$ cat config.mk
export PLATFORM = sky130hd
export DESIGN_NAME = shutter_ae_ctrl
export DESIGN_NICKNAME = d
export VERILOG_FILES = /design/src/rtl/ae_pkg.sv /design/src/rtl/ae_step_calc.sv /design/src/rtl/ae_illum_timer.sv /design/src/rtl/ae_byte_read.sv /design/src/rtl/shutter_ae_ctrl.sv
export SDC_FILE = /design/constraint.sdc
export NUM_CORES = 1
export LEC_CHECK = 0
export ABC_AREA = 1
export ABC_CLOCK_PERIOD_IN_PS = 4400
export BUFFER_PORTS_ARGS = -buffer_cell sky130_fd_sc_hd__buf_4
export CAP_MARGIN = 5
export CORE_MARGIN = 2
export CORE_UTILIZATION = 55
export DETAILED_ROUTE_END_ITERATION = 6
export PLACE_DENSITY = 0.84
export SLEW_MARGIN = 20
export SYNTH_ARGS = -nofsm -noshare
export SYNTH_HDL_FRONTEND = slang
export SYNTH_HIERARCHICAL = 1
export SYNTH_SLANG_ARGS = --single-unit
$ cat constraint.sdc
create_clock -name clk -period 4.4 [get_ports clk]
set_input_delay 0.22 -clock clk [delete_from_list [all_inputs] [get_ports clk]]
set_output_delay 0.22 -clock clk [all_outputs]
set_load 0.05 [all_outputs]
$ cat src/rtl/ae_pkg.sv
package ae_pkg;
  typedef enum logic {
    SEL_UPPER = 1'b0,
    SEL_LOWER = 1'b1
  } byte_sel_e;

  typedef enum logic [1:0] {
    ADJ_HOLD = 2'd0,
    ADJ_UP   = 2'd1,
    ADJ_DOWN = 2'd2
  } adj_dir_e;
endpackage

$ cat src/rtl/ae_step_calc.sv
module ae_step_calc
  import ae_pkg::*;
#(
  parameter int SHUT_W     = 16,
  parameter int PIX_W      = 6,
  parameter int STEP_SHIFT = 4,
  parameter int LO_THR     = 52,
  parameter int HI_THR     = 57,
  parameter logic [SHUT_W-1:0] SHUT_MAX = 16'd12524
) (
  input  logic [SHUT_W-1:0] cur_shut,
  input  logic [PIX_W-1:0]  max_pix,
  input  logic [PIX_W-1:0]  avg_pix,
  output logic [SHUT_W-1:0] nxt_shut
);
  localparam logic [SHUT_W-1:0] ONE = SHUT_W'(1);

  adj_dir_e          dir;
  logic [SHUT_W-1:0] step;
  logic [SHUT_W:0]   sum;

  always_comb begin
    step = cur_shut >> STEP_SHIFT;
    if (step == '0) step = ONE;
  end

  always_comb begin
    if (avg_pix > max_pix)             dir = ADJ_HOLD;
    else if (max_pix < PIX_W'(LO_THR)) dir = ADJ_UP;
    else if (max_pix > PIX_W'(HI_THR)) dir = ADJ_DOWN;
    else                               dir = ADJ_HOLD;
  end

  always_comb begin
    sum = {1'b0, cur_shut} + {1'b0, step};
    unique case (dir)
      ADJ_UP:   nxt_shut = (sum > {1'b0, SHUT_MAX}) ? SHUT_MAX : sum[SHUT_W-1:0];
      ADJ_DOWN: nxt_shut = (cur_shut <= step) ? ONE : (cur_shut - step);
      default:  nxt_shut = cur_shut;
    endcase
  end
endmodule

$ cat src/rtl/ae_illum_timer.sv
module ae_illum_timer #(
  parameter int SHUT_W = 16
) (
  input  logic              clk,
  input  logic              rst_n,
  input  logic              frame_start,
  input  logic [SHUT_W-1:0] load_val,
  output logic              illum_en
);
  logic [SHUT_W-1:0] cnt_q, cnt_d;
  logic              cnt_en;

  always_comb begin
    cnt_en = frame_start || (cnt_q != '0);
    cnt_d  = frame_start ? load_val : (cnt_q - SHUT_W'(1));
  end

  always_ff @(posedge clk or negedge rst_n) begin
    if (!rst_n)      cnt_q <= '0;
    else if (cnt_en) cnt_q <= cnt_d;
  end

  assign illum_en = (cnt_q != '0);

  AST_ILLUM_RISE: assert property (@(posedge clk) disable iff (!rst_n)
    (frame_start && load_val != '0) |=> illum_en);
  AST_ILLUM_IDLE: assert property (@(posedge clk) disable iff (!rst_n)
    (!frame_start && !illum_en) |=> !illum_en);
endmodule

$ cat src/rtl/ae_byte_read.sv
module ae_byte_read
  import ae_pkg::*;
#(
  parameter int SHUT_W = 16,
  parameter logic [SHUT_W-1:0] SHUT_RST = 16'h0100
) (
  input  logic              clk,
  input  logic              rst_n,
  input  logic              rd_en,
  input  logic              rd_sel,
  input  logic [SHUT_W-1:0] shut,
  output logic [SHUT_W/2-1:0] rd_data
);
  localparam int BYTE_W = SHUT_W / 2;

  byte_sel_e         sel;
  logic [BYTE_W-1:0] hold_q, hold_d, data_q, data_d;
  logic              hold_en;

  always_comb begin
    sel     = byte_sel_e'(rd_sel);
    hold_en = rd_en && (sel == SEL_UPPER);
    hold_d  = shut[BYTE_W-1:0];
    data_d  = (sel == SEL_UPPER) ? shut[SHUT_W-1:BYTE_W] : hold_q;
  end

  always_ff @(posedge clk or negedge rst_n) begin
    if (!rst_n)       hold_q <= SHUT_RST[BYTE_W-1:0];
    else if (hold_en) hold_q <= hold_d;
  end

  always_ff @(posedge clk or negedge rst_n) begin
    if (!rst_n)     data_q <= '0;
    else if (rd_en) data_q <= data_d;
  end

  assign rd_data = data_q;

  AST_UPPER_BYTE: assert property (@(posedge clk) disable iff (!rst_n)
    (rd_en && !rd_sel) |=> rd_data == $past(shut[SHUT_W-1:BYTE_W]));
  AST_LOWER_SNAP: assert property (@(posedge clk) disable iff (!rst_n)
    (rd_en && !rd_sel) |=> hold_q == $past(shut[BYTE_W-1:0]));
endmodule

$ cat src/rtl/shutter_ae_ctrl.sv
module shutter_ae_ctrl #(
  parameter int CLK_HZ     = 24000000,
  parameter int FRAME_HZ   = 1500,
  parameter int OVERHEAD   = 3476,
  parameter int SHUT_W     = 16,
  parameter int PIX_W      = 6,
  parameter int STEP_SHIFT = 4,
  parameter int LO_THR     = 52,
  parameter int HI_THR     = 57,
  parameter logic [SHUT_W-1:0] SHUT_RST = 16'h0100
) (
  input  logic              clk,
  input  logic              rst_n,
  input  logic              frame_start,
  input  logic              frame_end,
  input  logic [PIX_W-1:0]  max_pix,
  input  logic [PIX_W-1:0]  avg_pix,
  input  logic              rd_en,
  input  logic              rd_sel,
  output logic [SHUT_W/2-1:0] rd_data,
  output logic              illum_en
);
  localparam int MAX_INT = CLK_HZ / FRAME_HZ - OVERHEAD;
  localparam logic [SHUT_W-1:0] SHUT_MAX = SHUT_W'(MAX_INT);

  logic [SHUT_W-1:0] shut_q, shut_calc;

  ae_step_calc #(
    .SHUT_W(SHUT_W), .PIX_W(PIX_W), .STEP_SHIFT(STEP_SHIFT),
    .LO_THR(LO_THR), .HI_THR(HI_THR), .SHUT_MAX(SHUT_MAX)
  ) i_step (
    .cur_shut(shut_q), .max_pix(max_pix), .avg_pix(avg_pix), .nxt_shut(shut_calc)
  );

  always_ff @(posedge clk or negedge rst_n) begin
    if (!rst_n)         shut_q <= SHUT_RST;
    else if (frame_end) shut_q <= shut_calc;
  end

  ae_illum_timer #(.SHUT_W(SHUT_W)) i_timer (
    .clk(clk), .rst_n(rst_n), .frame_start(frame_start),
    .load_val(shut_q), .illum_en(illum_en)
  );

  ae_byte_read #(.SHUT_W(SHUT_W), .SHUT_RST(SHUT_RST)) i_read (
    .clk(clk), .rst_n(rst_n), .rd_en(rd_en), .rd_sel(rd_sel),
    .shut(shut_q), .rd_data(rd_data)
  );

  AST_SHUT_RANGE: assert property (@(posedge clk) disable iff (!rst_n)
    (shut_q >= SHUT_W'(1)) && (shut_q <= SHUT_MAX));
  AST_ONLY_AT_END: assert property (@(posedge clk) disable iff (!rst_n)
    !frame_end |=> $stable(shut_q));
  AST_WINDOW_HOLD: assert property (@(posedge clk) disable iff (!rst_n)
    (frame_end && max_pix >= PIX_W'(LO_THR) && max_pix <= PIX_W'(HI_THR)) |=> $stable(shut_q));
  AST_BAD_STATS: assert property (@(posedge clk) disable iff (!rst_n)
    (frame_end && avg_pix > max_pix) |=> $stable(shut_q));
endmodule

==> results.md, run 1 <==
* Outcome: finished clean
* Vias in the first global route at 4,540
* Worst slew pin tran at 0.925 ns
* Post-synth top area share at 24.0%
* RSZ-0062 raised after global routing: no
* Non-Filler Instances at 863
* Total wire length at 12.0 mm
* Slew headroom at 38.1%
* # diodes at 0
* Pin count of the biggest net entering global routing at 49
* Achievable frequency at 282 MHz
* DRT antenna net count at 0
* Fin nets at 806
* Setup TNS at 0 ns
* Vias at 4,728
* I/O pin count at 27
* Row count at 34
* Post-detailed-route wirelength per cell at 13.8 um
* Leakage at 2.89 nW
* Synth Area per Inst at 6.52 um2
* Clk_skew at 0.00637 ns
* PwrDens at 703 nW/um2
* Vias per inst at 5.48
* Critical path class: flop to flop
* Flops & latches, synth at 48
* Clk buf depth at 2
* Critical path data required time at 4.64 ns
* Tcrit/Tclk final at 80.5%
* Sink Count at 48
* Die Width at 98.4 um
* Yosys warnings at 6
* Hold Crit Class: primary input to flop
* VDD IR max at 0.460 mV
* Startpoint types: flop
* Ranking of synthesized cells by area: dfrtp_1, nand2_1, ha_1
* Number of max-cap violations at 0
* Die H at 98.4 um
* Max FO, Critical Path at 11
* Mapped Cells at 751
* Tmin final at 3.54 ns
* CTS buffer count at 5
* Worst-path clk slew at 0.08 ns
* Root Buffer: clkbuf_8
* Dominant cell type by area after synthesis: dfrtp_1
* TritonCTS clock tree: done
* Core ar. at 8680 um2
* Ys flop type: dfrtp_1
* Most numerous cell in the Yosys netlist: nand2_1
* DRC errors left at 0
* Slew Viols, Final at 0
* Post-synth top cells: nand2_1, inv_1, nand3_1
* EDFF count, synth at 0
* DRT Pass-1 Iters at 6
* Number of I/O port buffers at 26
* H-tree Lvls at 2
* Syn Nets at 803
* Global route total overflow at 0
* P&R area growth vs syn at 4.32%
* End-of-flow core utilization at 58.9%
* RePlAce Congestion at 1.09
* Initial antenna violation count at 0
* Layout cells sized above 1 at 12.6%
* Hold Vio Cnt, Final at 0
* Mapped Area at 4900 um2
* Worst Path Arrival at 3.78 ns
* GRT Util Overall at 25.7%
* Starting Density at 56.4%
* Initial DRC count at 379
* Placed Cells incl. Taps at 854
* Setup crit end kind: flop
* Hold slack at 0.226 ns
* # Post-CTS Setup Buffers at 0
* Register area share after synthesis at 24.5%
* Async set-reset flop share out of synthesis at 100%
* FILL cells at 804
* DP Wirelength at 9.36 mm
* Skew-Pair Late Insertion Delay at 0.30 ns
* Die area at 9680 um2
* Final setup violation count at 0
* Yosys cell types at 49
* First-pass GRT wire length at 20.7 mm
==> layer usage <==
metal	global-route usage (%)	part of all wire (%)	vias up
met5	0	0	-
met4	9.06	2.7	0
met3	2.79	6.3	36
met2	44.6	49	173
met1	33.0	42	2174
li1	-	-	2345
==> layout by cell type, fill, tap and decap left out, types with 3 or more instances in the layout <==
| master | n |
|---|---|
| inv_2 | 5 |
| ha_1 | 32 |
| nand3_1 | 69 |
| xnor2_1 | 3 |
| xor2_1 | 16 |
| a22oi_1 | 4 |
| o21ai_0 | 14 |
| inv_1 | 94 |
| nand2_1 | 267 |
| o21ai_1 | 10 |
| a21oi_2 | 5 |
| a21oi_1 | 15 |
| nand4_1 | 7 |
| nor2_2 | 6 |
| nor3_1 | 5 |
| clkbuf_8 | 5 |
| o211ai_1 | 3 |
| nand2_4 | 4 |
| inv_6 | 3 |
| nor2_1 | 54 |
| nand2_2 | 18 |
| nand3_2 | 4 |
| dfrtp_1 | 47 |
| nor2_4 | 5 |
| a21boi_0 | 3 |
| buf_4 | 27 |
==> what timing repair did <==
action | CTS | global route
hold endpoints to repair | 47 | 0
hold buffers | 1 | 0
resized for setup | 0 | 0
==> where the power goes <==
group	total [mW]	internal (mW)	switching, mW	leakage [nW]
clock network	0.256	0.114	0.142	0.0424
logic	2.49	0.852	1.64	2.23
registers	0.845	0.602	0.243	0.619
total	3.59	1.57	2.02	2.89
==> path summary, 6_finish.rpt <==
kind | cells past startpoint | endpoint | slack, ns | start
max | 23 | shut_q[11]$_DFFE_PN0P_ | 0.86 | shut_q[12]$_DFFE_PN0P_
min | 3 | shut_q[8]$_DFFE_PN1P_ | 0.23 | frame_end
max reg2reg | 23 | shut_q[11]$_DFFE_PN0P_ | 0.86 | shut_q[12]$_DFFE_PN0P_
min reg2reg | 2 | i_read/hold_q[5]$_DFFE_PN0P_ | 0.48 | i_read/hold_q[5]$_DFFE_PN0P_
max in group asynchronous | 2 | i_timer/cnt_q[2]$_DFFE_PN0P_ | 3.54 | rst_n
min in group asynchronous | 2 | i_timer/cnt_q[6]$_DFFE_PN0P_ | 0.47 | rst_n
==> registers in the layout, summed over array words and instances, names as in the netlist <==
signal and flops:
i_timer/cnt_q 16, shut_q 16, i_read/hold_q 8, i_read/rd_data 8
==> cells by family after synthesis <==
kind of cell | synth area share, %
compound gates | 8.61
flops | 24.5
xor+xnor | 3.40
simple gates | 41.7
buf+inv | 12.8
fa+ha+maj | 8.99
==> per-stage QoR <==
stage	total power, mW	worst slack, ns	cell area (um2)
3_3_place_gp	3.20	1.05	5010
3_5_place_dp	3.28	0.933	5010
2_1_floorplan	2.79	1.45	4900
5_1_grt	3.95	0.586	5110
6_report	3.59	0.857	5110
4_1_cts	3.55	0.914	5110
==> layout make-up <==
class / count / area, um2 / area share, %
clock buffers: 7 / 76.3 / 1.49
multi-input cells: 568 / 3070 / 60.1
repair buffers: 28 / 213 / 4.16
clock inverters: 1 / 8.76 / 0.171
inverters: 103 / 404 / 7.91
flip-flops and latches: 48 / 1200 / 23.5
well taps: 108 / 135 / 2.64
==> worst max-delay path, cell delays in order, from the launching register on <==
cell and delay (ns):
dfrtp_1 0.61, nor2_1 0.11, nand2_1 0.11, inv_1 0.06
a41o_1 0.27, ha_1 0.21, inv_1 0.08, fa_1 0.18
nand2_1 0.05, inv_1 0.07, o21ai_0 0.07, nand2_1 0.13
nand2_1 0.06, nand2_1 0.14, nand2_1 0.07, nand3_1 0.07
nand2_1 0.06, nor2_1 0.51, inv_1 0.23, nor2_1 0.16
nand2_1 0.07, nand3_1 0.08, nand2_1 0.05, nand2_1 0.06
(Power assumes the default switching activity.)
==> run 2, diff against run 1 <==
ABC_CLOCK_PERIOD_IN_PS = 3600   (was 4400)
clock period = 3.6 ns   (was 4.4 ns; I/O delays follow)
==> run 2 against run 1 <==
Net effect:
- combinational power increased by 28%
- final area increased by 2.5%
- via count decreased by 1.7%
- register-to-register slack got worse by 0.52 ns
- global-route usage increased by 0.72 points
==> results.md, run 2 (synthesis gave the netlist of run 1 again) <==
* Outcome: finished clean (unchanged)
* Vias per inst at 5.31 (was 5.48)
* GRT Util Overall at 26.4% (was 25.7%)
* Die Width at 98.4 um (unchanged)
* First-pass GRT wire length at 21.3 mm (was 20.7 mm)
* I/O pin count at 27 (unchanged)
* Layout cells sized above 1 at 14.2% (was 12.6%)
* Vias at 4,648 (was 4,728)
* Hold Crit Class: primary input to flop (unchanged)
* Post-detailed-route wirelength per cell at 13.9 um (was 13.8 um)
* Achievable frequency at 307 MHz (was 282 MHz)
* Root Buffer: clkbuf_8 (unchanged)
* Max stage delay on crit path at 0.43 ns (was 0.61 ns)
* Skew-Pair Late Insertion Delay at 0.31 ns (was 0.30 ns)
* CP most frequent cell: nand2_1 (unchanged)
* VDD IR max at 0.446 mV (was 0.460 mV)
* Setup TNS at 0 ns (unchanged)
* Sink Count at 48 (unchanged)
* DRC errors left at 0 (unchanged)
* Max FO, Critical Path at 8 (was 11)
* Number of I/O port buffers at 26 (unchanged)
* WHS Path Cells at 3 (unchanged)
* CP bufs+invs at 3 (was 4)
* Setup crit end kind: flop (unchanged)
* Global route total overflow at 0 (unchanged)
* Startpoint types: flop (unchanged)
* RePlAce Congestion at 1.03 (was 1.09)
* Clk buf depth at 2 (unchanged)
* Tcrit/Tclk final at 90.6% (was 80.5%)
* Die H at 98.4 um (unchanged)
* H-tree Lvls at 2 (unchanged)
* Starting Density at 56.4% (unchanged)
* Hold Path Origin: frame_end (unchanged)
* Tmin final at 3.26 ns (was 3.54 ns)
* Wire length on met2 at 6.12 mm (was 5.90 mm)
* DRT Pass-1 Iters at 6 (unchanged)
* Top Registers: i_timer/cnt_q (16), shut_q (16) (unchanged)
* P&R area growth vs syn at 6.90% (was 4.32%)
* Commonest non-fill, non-tap cell in the layout: nand2_1 (unchanged)
* Worst path cell trace: nor2_1 > nand2_1 > inv_1 > a41o_1 > ha_1 > inv_1 > fa_1 > o21ai_1 > nand3_1 > nand3_1 > nand2_1 > nor2_1 > nand3_1 > nand2_4 > nand3_4 > inv_2 > nand2_1 > nand2_1 > nand2_1 > nand2_1 (was nor2_1 > nand2_1 > inv_1 > a41o_1 > ha_1 > inv_1 > fa_1 > nand2_1 > inv_1 > o21ai_0 > nand2_1 > nand2_1 > nand2_1 > nand2_1 > nand3_1 > nand2_1 > nor2_1 > inv_1 > nor2_1 > nand2_1 > nand3_1 > nand2_1 > nand2_1)
* CP max stage cell: fa_1 (was dfrtp_1)
* Core ar. at 8680 um2 (unchanged)
* Reg2Reg Setup Slack at 0.34 ns (was 0.86 ns)
* Met3 wire length at 521 um (was 758 um)
* R2r startpoint: shut_q[13]$_DFFE_PN0P_ (was shut_q[12]$_DFFE_PN0P_)
* Top Metal Used: met4 (unchanged)
* Worst Path Arrival at 3.51 ns (was 3.78 ns)
* TritonCTS clock tree: done (unchanged)
* Leakage at 2.97 nW (was 2.89 nW)
* Met1 WL at 5.31 mm (was 4.98 mm)
* Initial antenna violation count at 0 (unchanged)
* Row count at 34 (unchanged)
* Endpoint with the worst hold slack: shut_q[8]$_DFFE_PN1P_ (unchanged)
* Worst reg2reg endpoint: shut_q[8]$_DFFE_PN1P_ (was shut_q[11]$_DFFE_PN0P_)
* Die area at 9680 um2 (unchanged)
* Final setup violation count at 0 (unchanged)
* Vias in the first global route at 4,601 (was 4,540)
* Slew Viols, Final at 0 (unchanged)
* Initial DRC count at 258 (was 379)
* Fin nets at 818 (was 806)
* Top Family by Delay on Critical Path: simple AND/OR/NAND/NOR gates (unchanged)
* Critical path data required time at 3.85 ns (was 4.64 ns)
* Worst slew pin tran at 0.873 ns (was 0.925 ns)
* Total wire length at 12.2 mm (was 12.0 mm)
* Leading cell types in the layout, fill and taps excluded: nand2_1, inv_1, nand3_1, nor2_1, dfrtp_1 (unchanged)
* FILL cells at 832 (was 804)
* # diodes at 0 (unchanged)
* RSZ-0062 raised after global routing: no (unchanged)
* Overall Power at 4.54 mW (was 3.59 mW)
* Number of max-cap violations at 0 (unchanged)
* CTS buffer count at 5 (unchanged)
* DRT antenna net count at 0 (unchanged)
* PwrDens at 868 nW/um2 (was 703 nW/um2)
* Critical path class: flop to flop (unchanged)
* Clk_skew at 0.00843 ns (was 0.00637 ns)
* Reg2reg path depth at 20 (was 23)
* Slew headroom at 41.6% (was 38.1%)
* Pin count of the biggest net entering global routing at 49 (unchanged)
* DP Wirelength at 9.62 mm (was 9.36 mm)
* Worst-path clk slew at 0.09 ns (was 0.08 ns)
* Hold Vio Cnt, Final at 0 (unchanged)
## run 2: changes by cell type in the layout (fill, tap and decap cells not counted)
cell and delta:
buf_4 +12, bufinv_16 +1, clkbuf_1 -2, clkbuf_8 +1
o21ai_0 -1, o21ai_1 +1
## run 2: tightest hold or removal path: stages
cell	delay, ns
buf_4	0.18
nand2_1	0.08
nand2_1	0.06
## run 2: power breakdown
| group | internal, mW | switching, mW | leakage, nW |
|---|---|---|---|
| combinational | 1.10 | 2.09 | 2.29 |
| sequential | 0.737 | 0.206 | 0.619 |
| clock | 0.227 | 0.181 | 0.0614 |
## run 2: worst max-delay path by stage
stage | startpoint | end | slack, ns | cells after the start
2_1_floorplan | shut_q[14]$_DFFE_PN0P_ | shut_q[10]$_DFFE_PN0P_ | 0.65 | 22
3_3_place_gp | shut_q[13]$_DFFE_PN0P_ | shut_q[10]$_DFFE_PN0P_ | 0.37 | 22
3_5_place_dp | shut_q[9]$_DFFE_PN0P_ | shut_q[8]$_DFFE_PN1P_ | 0.32 | 20
4_1_cts | shut_q[9]$_DFFE_PN0P_ | shut_q[8]$_DFFE_PN1P_ | 0.27 | 20
5_1_grt | shut_q[13]$_DFFE_PN0P_ | shut_q[8]$_DFFE_PN1P_ | 0.08 | 22
6_report | shut_q[13]$_DFFE_PN0P_ | shut_q[8]$_DFFE_PN1P_ | 0.34 | 20
## run 2: repair_timing
action	CTS	global route
setup buffers	0	0
hold buffers	1	0
setup endpoints to repair	0	1
resized for setup	0	1
endpoints found under the hold margin	47	0
## run 2: layer usage
metal / vias to the layer above / global-route usage, %
li1: 2370 / -
met1: 2134 / 33.0
met2: 121 / 47.0
met3: 23 / 3.08
met4: 0 / 8.96
met5: - / 0
## run 2: layout make-up
| cell class | instances | area (um2) | area share, % |
|---|---|---|---|
| Inverter | 103 | 404 | 7.72 |
| Multi-Input combinational cell | 568 | 3070 | 58.6 |
| Timing Repair Buffer | 40 | 303 | 5.78 |
| Clock inverter | 2 | 38.8 | 0.741 |
| Tap cell | 108 | 135 | 2.58 |
| Sequential cell | 48 | 1200 | 23.0 |
| Clock buffer | 6 | 82.6 | 1.58 |
## run 2: per-stage QoR
stage,worst slack (ns),area (um2),util [%],hold WS [ns],std cells
finish,0.339,5240,60.3,0.194,875
global route,0.0769,5240,60.3,0.206,875
CTS,0.268,5240,60.3,0.191,875
detailed placement,0.317,5100,58.8,0.224,866
global placement,0.367,5100,58.8,0.227,866
floorplan,0.651,4900,-,-0.116,751
